### config.mk
export PLATFORM = sky130hd
export DESIGN_NAME = acpd_pulse_driver
export DESIGN_NICKNAME = d
export VERILOG_FILES = /design/src/rtl/acpd_pkg.sv /design/src/rtl/acpd_seq.sv /design/src/rtl/acpd_drive.sv /design/src/rtl/acpd_pulse_driver.sv
export SDC_FILE = /design/constraint.sdc
export NUM_CORES = 1
export LEC_CHECK = 0
export BUFFER_PORTS_ARGS = -buffer_cell sky130_fd_sc_hd__buf_2
export CAP_MARGIN = 20
export CORE_AREA = 3 3 40 42
export DETAILED_ROUTE_END_ITERATION = 10
export DIE_AREA = 0 0 43 45
export PLACE_DENSITY = 0.3
export SKIP_CTS_REPAIR_TIMING = 1
export SLEW_MARGIN = 20
export SYNTH_ARGS = -nofsm -noshare
export SYNTH_HDL_FRONTEND = slang
export SYNTH_SLANG_ARGS = --single-unit
### constraint.sdc
create_clock -name tck -period 2.8 [get_ports tck]
set_clock_uncertainty 0.05 [all_clocks]
set_input_delay 0.28 -clock tck [delete_from_list [all_inputs] [get_ports tck]]
set_output_delay 0.28 -clock tck [all_outputs]
set_load 0.03 [all_outputs]
### src/rtl/acpd_pkg.sv
package acpd_pkg;

    localparam int MODE_W = 2;

    typedef enum logic [MODE_W-1:0] {
        MD_MISSION = 2'b00,
        MD_LEVEL   = 2'b01,
        MD_PULSE   = 2'b10,
        MD_TRAIN   = 2'b11
    } acpd_mode_e;

    typedef enum logic [2:0] {
        ST_HOLD     = 3'd0,
        ST_INV      = 3'd1,
        ST_SETTLE   = 3'd2,
        ST_TRAIN_HI = 3'd3,
        ST_TRAIN_LO = 3'd4
    } acpd_state_e;

endpackage

### src/rtl/acpd_seq.sv
module acpd_seq
    import acpd_pkg::*;
(
    input  logic        tck,
    input  logic        trst_n,
    input  acpd_mode_e  mode,
    input  logic        in_rti,
    input  logic        in_update_dr,
    output acpd_state_e st,
    output logic        invert
);

    acpd_state_e st_next;
    logic        ac_class;

    assign ac_class = (mode == MD_PULSE) || (mode == MD_TRAIN);

    // state register: falling TCK, like every TAP-driven output
    always_ff @(negedge tck or negedge trst_n) begin
        if (!trst_n) st <= ST_HOLD;
        else         st <= st_next;
    end

    always_comb begin
        st_next = st;
        if (in_update_dr || !ac_class) begin
            st_next = ST_HOLD;
        end else begin
            unique case (st)
                ST_HOLD:     if (in_rti) st_next = (mode == MD_PULSE) ? ST_INV : ST_TRAIN_HI;
                ST_INV:      st_next = in_rti ? ST_SETTLE : ST_HOLD;
                ST_SETTLE:   st_next = in_rti ? ST_SETTLE : ST_HOLD;
                ST_TRAIN_HI: st_next = in_rti ? ST_TRAIN_LO : ST_HOLD;
                ST_TRAIN_LO: st_next = in_rti ? ST_TRAIN_HI : ST_HOLD;
                default:     st_next = ST_HOLD;
            endcase
        end
    end

    // output decode: inversion phases only
    always_comb begin
        unique case (st)
            ST_INV, ST_TRAIN_HI: invert = 1'b1;
            default:             invert = 1'b0;
        endcase
    end

endmodule

### src/rtl/acpd_drive.sv
module acpd_drive
    import acpd_pkg::*;
(
    input  acpd_mode_e mode,
    input  logic       test_val,
    input  logic       mission_val,
    input  logic       invert,
    output logic       drive
);

    always_comb begin
        unique case (mode)
            MD_MISSION:        drive = mission_val;
            MD_LEVEL:          drive = test_val;
            MD_PULSE, MD_TRAIN: drive = test_val ^ invert;
            default:           drive = test_val;
        endcase
    end

endmodule

### src/rtl/acpd_pulse_driver.sv
module acpd_pulse_driver
    import acpd_pkg::*;
(
    input  logic                tck,
    input  logic                trst_n,
    input  logic [MODE_W-1:0]   mode,
    input  logic                test_val,
    input  logic                mission_val,
    input  logic                in_rti,
    input  logic                in_update_dr,
    output logic                pin_p,
    output logic                pin_n
);

    acpd_mode_e  mode_e;
    acpd_state_e st;
    logic        invert;
    logic        drive;

    assign mode_e = acpd_mode_e'(mode);

    acpd_seq seq_i (
        .tck          (tck),
        .trst_n       (trst_n),
        .mode         (mode_e),
        .in_rti       (in_rti),
        .in_update_dr (in_update_dr),
        .st           (st),
        .invert       (invert)
    );

    acpd_drive drv_i (
        .mode        (mode_e),
        .test_val    (test_val),
        .mission_val (mission_val),
        .invert      (invert),
        .drive       (drive)
    );

    assign pin_p = drive;
    assign pin_n = ~drive;

endmodule

==> results of run 1 <==
## layout by cell type (no fill, tap or decap)
| master | n |
|---|---|
| sky130_fd_sc_hd__buf_4 | 2 |
| sky130_fd_sc_hd__a2111oi_1 | 1 |
| sky130_fd_sc_hd__nor2b_2 | 1 |
| sky130_fd_sc_hd__o221a_1 | 1 |
| sky130_fd_sc_hd__clkbuf_4 | 3 |
| sky130_fd_sc_hd__nor4bb_1 | 1 |
| sky130_fd_sc_hd__buf_2 | 7 |
| sky130_fd_sc_hd__dfrtn_1 | 3 |
| sky130_fd_sc_hd__nand4b_1 | 1 |
| sky130_fd_sc_hd__clkbuf_1 | 1 |
| sky130_fd_sc_hd__nor3_1 | 1 |
| sky130_fd_sc_hd__o221ai_2 | 1 |
| sky130_fd_sc_hd__nor4_1 | 1 |
| sky130_fd_sc_hd__nand2b_1 | 1 |
| sky130_fd_sc_hd__buf_6 | 3 |
| sky130_fd_sc_hd__nand3b_1 | 1 |
| sky130_fd_sc_hd__mux2_2 | 1 |
| sky130_fd_sc_hd__o21a_1 | 1 |
## through the flow
stage	instance area (um^2)	hold slack [ps]
final	311.5	445.9
after global routing	311.5	493.1
after CTS	285.3	469.9
after detailed placement	259.0	468.7
after global placement	259.0	494.5
after floorplan	180.2	404.5
## critical path: cells and delay by family, from the launching register on
kind / cells / cell delay (ps)
compound gates: 1 / 160
flops: 1 / 410
buf+inv: 2 / 240
simple gates: 1 / 130
## cells by family (layout without fill, tap and decap cells)
group / after synthesis / count (layout)
mux: 1 / 1
flops: 3 / 3
simple gates: 7 / 7
buf+inv: 0 / 16
compound gates: 4 / 4
## power breakdown
part	switching, mW	internal, mW
Combinational	0.0150	0.0163
Sequential	0.000772	0.0450
Clock	0.0225	0.0534
Total	0.0383	0.115
## area by class of cell
| class | instances | area [um^2] |
|---|---|---|
| Clock buffer | 4 | 26.28 |
| Fill cell | 143 | 973.4 |
| Multi-Input combinational cell | 12 | 107.6 |
| Sequential cell | 3 | 75.07 |
| Tap cell | 15 | 18.77 |
| Timing Repair Buffer | 12 | 83.83 |
## metal layers
| layer | routed length, um | up-vias | GRT usage, % |
|---|---|---|---|
| met4 | 19 | 0 | 7.229 |
| met2 | 182 | 10 | 8.683 |
| met1 | 174 | 84 | 5.340 |
| met3 | 67 | 2 | 3.187 |
| li1 | - | 97 | - |
| met5 | 0 | - | 0 |
## worst min path at each step
| stage | start | end | slack [ps] |
|---|---|---|---|
| final | seq_i.st[1] | seq_i.st[0] | 450 |
| after global routing | seq_i.st[1] | seq_i.st[0] | 490 |
| after CTS | seq_i.st[1] | seq_i.st[0] | 470 |
| after detailed placement | seq_i.st[1] | seq_i.st[0] | 470 |
| after global placement | seq_i.st[1] | seq_i.st[0] | 490 |
| after floorplan | seq_i.st[1] | seq_i.st[0] | 400 |
==> flow_results.xml, run 1 <==
<?xml version="1.0" encoding="UTF-8"?>
<metrics>
  <group name="setup_path">
    <metric name="rr_worst_depth" unit="">4</metric>
    <metric name="critical_path_arrival" unit="ps">2590</metric>
    <metric name="worstSetupPathType" unit="">reg -&gt; out</metric>
    <metric name="critical_path.endpoint_type" unit="">primary output</metric>
    <metric name="required" unit="ps">2470</metric>
    <metric name="r2r_setup_slk" unit="ps">1610</metric>
    <metric name="setup.worst_path.end" unit="">pin_p</metric>
    <metric name="crit-reg2reg-capture" unit="">seq_i.st[1]</metric>
    <metric name="crit_fanout" unit="">2</metric>
    <metric name="crit_path_max_incr_delay" unit="ps">410</metric>
    <metric name="crit_slowest_cell" unit="">sky130_fd_sc_hd__dfrtn_1</metric>
    <metric name="setup.worst_path.start" unit="">seq_i.st[0]</metric>
    <metric name="critical_path.most_common_cell" unit="">sky130_fd_sc_hd__buf_6</metric>
    <metric name="cp_cell_sequence" unit="">buf_6, nand4b_1, o221a_1, buf_6</metric>
    <metric name="crit_path_start_kind" unit="">flip-flop</metric>
    <metric name="r2r-start" unit="">seq_i.st[0]</metric>
  </group>
  <group name="power">
    <metric name="report.power.total" unit="mW">0.1530</metric>
    <metric name="power_density" unit="nW/um^2">491.0</metric>
    <metric name="power_leakage" unit="nW">0.1388</metric>
    <metric name="vdd.ir_drop.worst" unit="mV">0.1818</metric>
  </group>
  <group name="worst_hold_path">
    <metric name="worstHoldPathCells" unit="">1</metric>
    <metric name="hold_class" unit="">reg -&gt; reg</metric>
  </group>
  <group name="cts">
    <metric name="cts_tree" unit="">built</metric>
    <metric name="cts.sink_count" unit="">3</metric>
    <metric name="cts.clk_slew.worst_paths" unit="ps">30</metric>
    <metric name="root_buffer_selected_by_cts" unit="">sky130_fd_sc_hd__clkbuf_4</metric>
    <metric name="clock_tree.htree_level_count" unit="">1</metric>
    <metric name="cts_inserted_buffers" unit="">3</metric>
    <metric name="clk_path_buf_depth" unit="">2</metric>
    <metric name="worst_skew_pair.late_latency" unit="ps">250</metric>
  </group>
  <group name="timing">
    <metric name="finalMaxSlewViolations" unit="">0</metric>
    <metric name="report.final.hold_viol_count" unit="">0</metric>
    <metric name="setup_total_negative_slack" unit="ps">-189.1</metric>
    <metric name="setup_ws" unit="ps">-116.9</metric>
    <metric name="setup-violations-final" unit="">2</metric>
    <metric name="slew_headroom" unit="%">76.93</metric>
    <metric name="worstMarginPinSlew" unit="ps">345.1</metric>
    <metric name="grt_setup_unrepaired" unit="">true</metric>
  </group>
  <group name="synth">
    <metric name="synthesis.instances" unit="">15</metric>
    <metric name="synthXorXnorAreaFrac" unit="%">0</metric>
    <metric name="synth_top_family_by_area" unit="">simple AND/OR/NAND/NOR gates</metric>
    <metric name="multiplexer_share_of_the_synthesized_area" unit="%">6.475</metric>
    <metric name="ys_seq_area_share" unit="%">43.17</metric>
    <metric name="synth_fa_ha_area_share" unit="%">0</metric>
    <metric name="postSynthNetCount" unit="">23</metric>
    <metric name="synth.top_cell.area_share" unit="%">43.17</metric>
    <metric name="synth.avg_cell_area" unit="um^2">11.59</metric>
    <metric name="synth-main-ff-cell" unit="">sky130_fd_sc_hd__dfrtn_1</metric>
    <metric name="netlist_top_cells_area" unit="">sky130_fd_sc_hd__dfrtn_1, sky130_fd_sc_hd__mux2_2, sky130_fd_sc_hd__o221a_1, sky130_fd_sc_hd__a2111oi_1, sky130_fd_sc_hd__nor4bb_1</metric>
    <metric name="syn_area" unit="um^2">173.9</metric>
    <metric name="post_synthesis_share_of_cell_area_spent_on_and_or_nand_and_nor_gates" unit="%">28.78</metric>
    <metric name="cell_type_with_the_largest_total_area_after_synthesis" unit="">sky130_fd_sc_hd__dfrtn_1</metric>
    <metric name="synth_compound_gate_area_share" unit="%">21.58</metric>
    <metric name="synth.most_common_cell" unit="">sky130_fd_sc_hd__dfrtn_1</metric>
    <metric name="synthArstFlopShare" unit="%">100.0</metric>
    <metric name="yosys_warnings" unit="">0</metric>
    <metric name="synth_edf_count" unit="">0</metric>
    <metric name="postSynthRegisterBits" unit="">3</metric>
    <metric name="count_of_different_cell_masters_after_synthesis" unit="">13</metric>
  </group>
  <group name="place">
    <metric name="dpl.cell_count" unit="">41</metric>
    <metric name="hpwl" unit="um">347.1</metric>
    <metric name="globalplace.congestion" unit="">0.6495</metric>
    <metric name="dp_slack" unit="ps">82.33</metric>
    <metric name="portBuffers" unit="">9</metric>
  </group>
  <group name="cells_and_area">
    <metric name="largest_register_ffs" unit="">3</metric>
    <metric name="flow.area_growth_from_synthesis" unit="%">79.14</metric>
    <metric name="insertedDiodeCount" unit="">0</metric>
    <metric name="post-route-util" unit="%">24.25</metric>
    <metric name="largest_register" unit="">seq_i.st</metric>
    <metric name="final_layout_size_suffix_gt1_share" unit="%">58.06</metric>
    <metric name="finish.cell_count_without_fillers" unit="">46</metric>
    <metric name="largest_registers" unit="">seq_i.st x3</metric>
    <metric name="layout.nets" unit="">40</metric>
  </group>
  <group name="routing">
    <metric name="routed_wirelength" unit="um">443</metric>
    <metric name="wl_per_cell" unit="um">9.630</metric>
    <metric name="antenna_violating_nets_post_route" unit="">0</metric>
    <metric name="dr.first_iter.drc_count" unit="">0</metric>
    <metric name="vias" unit="">193</metric>
    <metric name="drtPass1Iterations" unit="">1</metric>
    <metric name="vias_per_cell" unit="">4.196</metric>
    <metric name="remaining_drcs" unit="">0</metric>
  </group>
  <group name="flow_run">
    <metric name="maxCapViolations" unit="">0</metric>
  </group>
  <group name="floorplanning">
    <metric name="fp.dieW" unit="um">43</metric>
    <metric name="die_area" unit="um^2">1935</metric>
    <metric name="design.portCount" unit="">10</metric>
    <metric name="core_area" unit="um^2">1285</metric>
    <metric name="placement_rows" unit="">13</metric>
    <metric name="start_util" unit="%">13.53</metric>
    <metric name="floorplan.die.height" unit="um">45</metric>
  </group>
  <group name="grt">
    <metric name="grt_start_max_net_pins" unit="">7</metric>
    <metric name="grt_antenna_before_repair" unit="">0</metric>
    <metric name="track_usage" unit="%">5.927</metric>
    <metric name="overflow_left_after_global_routing" unit="">0</metric>
    <metric name="first_pass_grt_wire_length" unit="um">814</metric>
    <metric name="grt_pass1_vias" unit="">211</metric>
  </group>
  <group name="status">
    <metric name="failed_checks" unit="">negative setup slack</metric>
    <metric name="outcome" unit="">finished, violations left</metric>
  </group>
</metrics>
Power figures use the tool's default switching activity.
==> run 2, diff against run 1 <==
Settings changed: SLEW_MARGIN 20 to 40, SYNTH_HIERARCHICAL set to 1.
==> run 2 against run 1 <==
  * Worst setup slack lost 61 ps
  * Critical path type unchanged
  * Critical path depth is the same
  * Synthesized cell count shrank 6.7%
  * Cell area shrank 3.2%
  * The flow still finishes with violations (negative setup slack)
  * Combinational power grew 7.0%
  * Register-to-register slack gained 90 ps
  * Highest routed layer is now met3
  * Die area is the same
  * Hold slack lost 8.9 ps
==> flow_results.xml, run 2 <==
<?xml version="1.0" encoding="UTF-8"?>
<metrics>
  <group name="synth">
    <metric name="synth.most_common_cell" unit="">sky130_fd_sc_hd__dfrtn_1</metric>
    <metric name="synth_top_family_by_area" unit="">simple AND/OR/NAND/NOR gates</metric>
    <metric name="synth_fa_ha_area_share" unit="%">0</metric>
    <metric name="synth_compound_gate_area_share" unit="%">10.94</metric>
    <metric name="synth.avg_cell_area" unit="um^2">11.44</metric>
    <metric name="syn_area" unit="um^2">160.2</metric>
    <metric name="count_of_different_cell_masters_after_synthesis" unit="">11</metric>
    <metric name="post_synthesis_share_of_cell_area_spent_on_and_or_nand_and_nor_gates" unit="%">21.88</metric>
    <metric name="cell_type_with_the_largest_total_area_after_synthesis" unit="">sky130_fd_sc_hd__dfrtn_1</metric>
    <metric name="synthesis.instances" unit="">14</metric>
    <metric name="synth_top_cells_by_count" unit="">sky130_fd_sc_hd__dfrtn_1, sky130_fd_sc_hd__mux2i_1</metric>
    <metric name="multiplexer_share_of_the_synthesized_area" unit="%">12.50</metric>
    <metric name="yosys_warnings" unit="">6</metric>
    <metric name="synthArstFlopShare" unit="%">100.0</metric>
    <metric name="synth-main-ff-cell" unit="">sky130_fd_sc_hd__dfrtn_1</metric>
    <metric name="synth.top_cell.area_share" unit="%">46.88</metric>
    <metric name="synthXorXnorAreaFrac" unit="%">5.469</metric>
    <metric name="netlist_top_cells_area" unit="">sky130_fd_sc_hd__dfrtn_1, sky130_fd_sc_hd__mux2i_1, sky130_fd_sc_hd__a2111oi_1, sky130_fd_sc_hd__nor4bb_1, sky130_fd_sc_hd__xnor2_1</metric>
    <metric name="synth_edf_count" unit="">0</metric>
    <metric name="ys_seq_area_share" unit="%">46.88</metric>
    <metric name="postSynthRegisterBits" unit="">3</metric>
    <metric name="postSynthNetCount" unit="">22</metric>
  </group>
  <group name="place">
    <metric name="globalplace.congestion" unit="">0.5942</metric>
    <metric name="dp_slack" unit="ps">40.48</metric>
    <metric name="dpl.cell_count" unit="">40</metric>
    <metric name="portBuffers" unit="">9</metric>
  </group>
  <group name="cells_and_area">
    <metric name="flow.area_growth_from_synthesis" unit="%">88.28</metric>
    <metric name="finish.cell_count_without_fillers" unit="">44</metric>
    <metric name="layout_common_cells" unit="">sky130_fd_sc_hd__buf_2, sky130_fd_sc_hd__clkbuf_4, sky130_fd_sc_hd__buf_4, sky130_fd_sc_hd__dfrtn_1</metric>
    <metric name="largest_registers" unit="">seq_i/st x3</metric>
    <metric name="final_layout_size_suffix_gt1_share" unit="%">62.07</metric>
    <metric name="insertedDiodeCount" unit="">0</metric>
    <metric name="largest_register" unit="">seq_i/st</metric>
    <metric name="layout.nets" unit="">38</metric>
    <metric name="largest_register_ffs" unit="">3</metric>
    <metric name="seq_area" unit="um^2">75.07</metric>
    <metric name="post-route-util" unit="%">23.47</metric>
    <metric name="fillers" unit="">148</metric>
    <metric name="layout.cells.most_common" unit="">sky130_fd_sc_hd__buf_2</metric>
    <metric name="area_of_the_multi_input_gates" unit="um^2">108.9</metric>
  </group>
  <group name="routing">
    <metric name="routed_wirelength" unit="um">397</metric>
    <metric name="dr.first_iter.drc_count" unit="">1</metric>
    <metric name="drtPass1Iterations" unit="">2</metric>
    <metric name="antenna_violating_nets_post_route" unit="">0</metric>
    <metric name="vias_per_cell" unit="">3.818</metric>
    <metric name="remaining_drcs" unit="">0</metric>
    <metric name="vias" unit="">168</metric>
    <metric name="wl_per_cell" unit="um">9.023</metric>
  </group>
  <group name="power">
    <metric name="power_leakage" unit="nW">0.1418</metric>
    <metric name="switching_power_of_the_nets" unit="mW">0.04076</metric>
    <metric name="vdd.ir_drop.worst" unit="mV">0.1664</metric>
    <metric name="share_seq_of_total_power" unit="%">29.3</metric>
    <metric name="power.clock.fraction" unit="%">49.2</metric>
    <metric name="switching_power_as_a_share_of_total_power" unit="%">26.12</metric>
    <metric name="cell_internal_pwr" unit="mW">0.1153</metric>
    <metric name="power_density" unit="nW/um^2">517.5</metric>
    <metric name="power_frac_comb" unit="%">21.5</metric>
  </group>
  <group name="setup_path">
    <metric name="required" unit="ps">2470</metric>
    <metric name="worst-path-stages" unit="">4</metric>
    <metric name="cp_num_buf_inv" unit="">1</metric>
    <metric name="crit_slowest_cell" unit="">sky130_fd_sc_hd__dfrtn_1</metric>
    <metric name="crit_path_start_kind" unit="">flip-flop</metric>
    <metric name="r2r-start" unit="">seq_i/st[2]</metric>
    <metric name="critical-path-top-delay-family" unit="">flip-flops</metric>
    <metric name="worstSetupPathType" unit="">reg -&gt; out</metric>
    <metric name="crit-reg2reg-capture" unit="">seq_i/st[1]</metric>
    <metric name="critical_path_arrival" unit="ps">2650</metric>
    <metric name="r2r_setup_slk" unit="ps">1700</metric>
    <metric name="critical_path.endpoint_type" unit="">primary output</metric>
    <metric name="setup.worst_path.end" unit="">pin_p</metric>
    <metric name="setup.worst_path.start" unit="">seq_i/st[0]</metric>
    <metric name="crit_path_max_incr_delay" unit="ps">400</metric>
    <metric name="crit_fanout" unit="">2</metric>
    <metric name="rr_worst_depth" unit="">3</metric>
    <metric name="cp_cell_sequence" unit="">nor2b_4, xnor2_2, mux2i_4, buf_4</metric>
  </group>
  <group name="floorplanning">
    <metric name="die_area" unit="um^2">1935</metric>
    <metric name="core_area" unit="um^2">1285</metric>
    <metric name="floorplan.die.height" unit="um">45</metric>
    <metric name="design.portCount" unit="">10</metric>
    <metric name="start_util" unit="%">12.46</metric>
    <metric name="placement_rows" unit="">13</metric>
    <metric name="fp.dieW" unit="um">43</metric>
  </group>
  <group name="flow_run">
    <metric name="maxCapViolations" unit="">0</metric>
  </group>
  <group name="timing">
    <metric name="worstMarginPinSlew" unit="ps">336.1</metric>
    <metric name="report.final.hold_viol_count" unit="">0</metric>
    <metric name="setup-violations-final" unit="">2</metric>
    <metric name="setup_ws" unit="ps">-178.0</metric>
    <metric name="grt_setup_unrepaired" unit="">true</metric>
    <metric name="setup_total_negative_slack" unit="ps">-349.0</metric>
    <metric name="slew_headroom" unit="%">77.54</metric>
    <metric name="finalMaxSlewViolations" unit="">0</metric>
  </group>
  <group name="cts">
    <metric name="cts_inserted_buffers" unit="">3</metric>
    <metric name="root_buffer_selected_by_cts" unit="">sky130_fd_sc_hd__clkbuf_4</metric>
    <metric name="cts_tree" unit="">built</metric>
    <metric name="cts.clk_slew.worst_paths" unit="ps">30</metric>
    <metric name="clock_tree.htree_level_count" unit="">1</metric>
    <metric name="worst_skew_pair.late_latency" unit="ps">250</metric>
    <metric name="clk_path_buf_depth" unit="">2</metric>
    <metric name="cts.sink_count" unit="">3</metric>
  </group>
  <group name="grt">
    <metric name="first_pass_grt_wire_length" unit="um">648</metric>
    <metric name="track_usage" unit="%">5.013</metric>
    <metric name="overflow_left_after_global_routing" unit="">0</metric>
    <metric name="grt_start_max_net_pins" unit="">6</metric>
    <metric name="grt_antenna_before_repair" unit="">0</metric>
    <metric name="grt_pass1_vias" unit="">174</metric>
  </group>
  <group name="status">
    <metric name="outcome" unit="">finished, violations left</metric>
    <metric name="failed_checks" unit="">negative setup slack</metric>
  </group>
  <group name="worst_hold_path">
    <metric name="hold_class" unit="">reg -&gt; reg</metric>
  </group>
</metrics>
==> run 2: cell type report <==
class | count | area share (%)
Clock buffer | 4 | 8.714
Inverter | 1 | 1.245
Multi-Input combinational cell | 10 | 36.10
Sequential cell | 3 | 24.90
Tap cell | 15 | 6.224
Timing Repair Buffer | 11 | 22.82
==> run 2: kinds of logic after synthesis <==
logic type                after synthesis
and+or+nand+nor                         5
AOI/OAI and AO/OA                       2
DFF                                     3
xor gates and xnor gates                1
muxes                                   2
buffers and inverters                   1
==> run 2: power by group through the flow <==
stage                     Sequential (mW)  Clock, mW  Combinational [mW]
after detailed placement           0.0463          0              0.0307
after global routing               0.0459     0.0868              0.0362
final                              0.0457     0.0768              0.0335
after CTS                          0.0458     0.0824              0.0309
after floorplan                    0.0465          0              0.0187
after global placement             0.0463          0              0.0306
==> run 2: metal layers <==
metal,GRT usage (%),part of all wire [%]
met1,5.839,43
met2,5.988,41
met3,5.179,16
met4,1.807,0
met5,0,0
==> run 2: how the worst min path moves through the flow <==
stage | from | slack, ps | endpoint | cells past startpoint
final | seq_i/st[1] | 440 | seq_i/st[0] | 1
after global routing | seq_i/st[1] | 470 | seq_i/st[0] | 1
after CTS | seq_i/st[1] | 430 | seq_i/st[0] | 1
after detailed placement | seq_i/st[1] | 430 | seq_i/st[0] | 1
after global placement | seq_i/st[1] | 450 | seq_i/st[0] | 1
after floorplan | seq_i/st[1] | 400 | seq_i/st[0] | 1
==> run 2: through the flow <==
| stage | hold slack, ps | power [mW] | area (um^2) |
|---|---|---|---|
| floorplan | 404.5 | 0.06518 | 187.7 |
| global placement | 449.4 | 0.07688 | 266.5 |
| detailed placement | 432.6 | 0.07702 | 266.5 |
| CTS | 433.2 | 0.1590 | 292.8 |
| global route | 471.4 | 0.1689 | 301.5 |
| finish | 437.1 | 0.1560 | 301.5 |
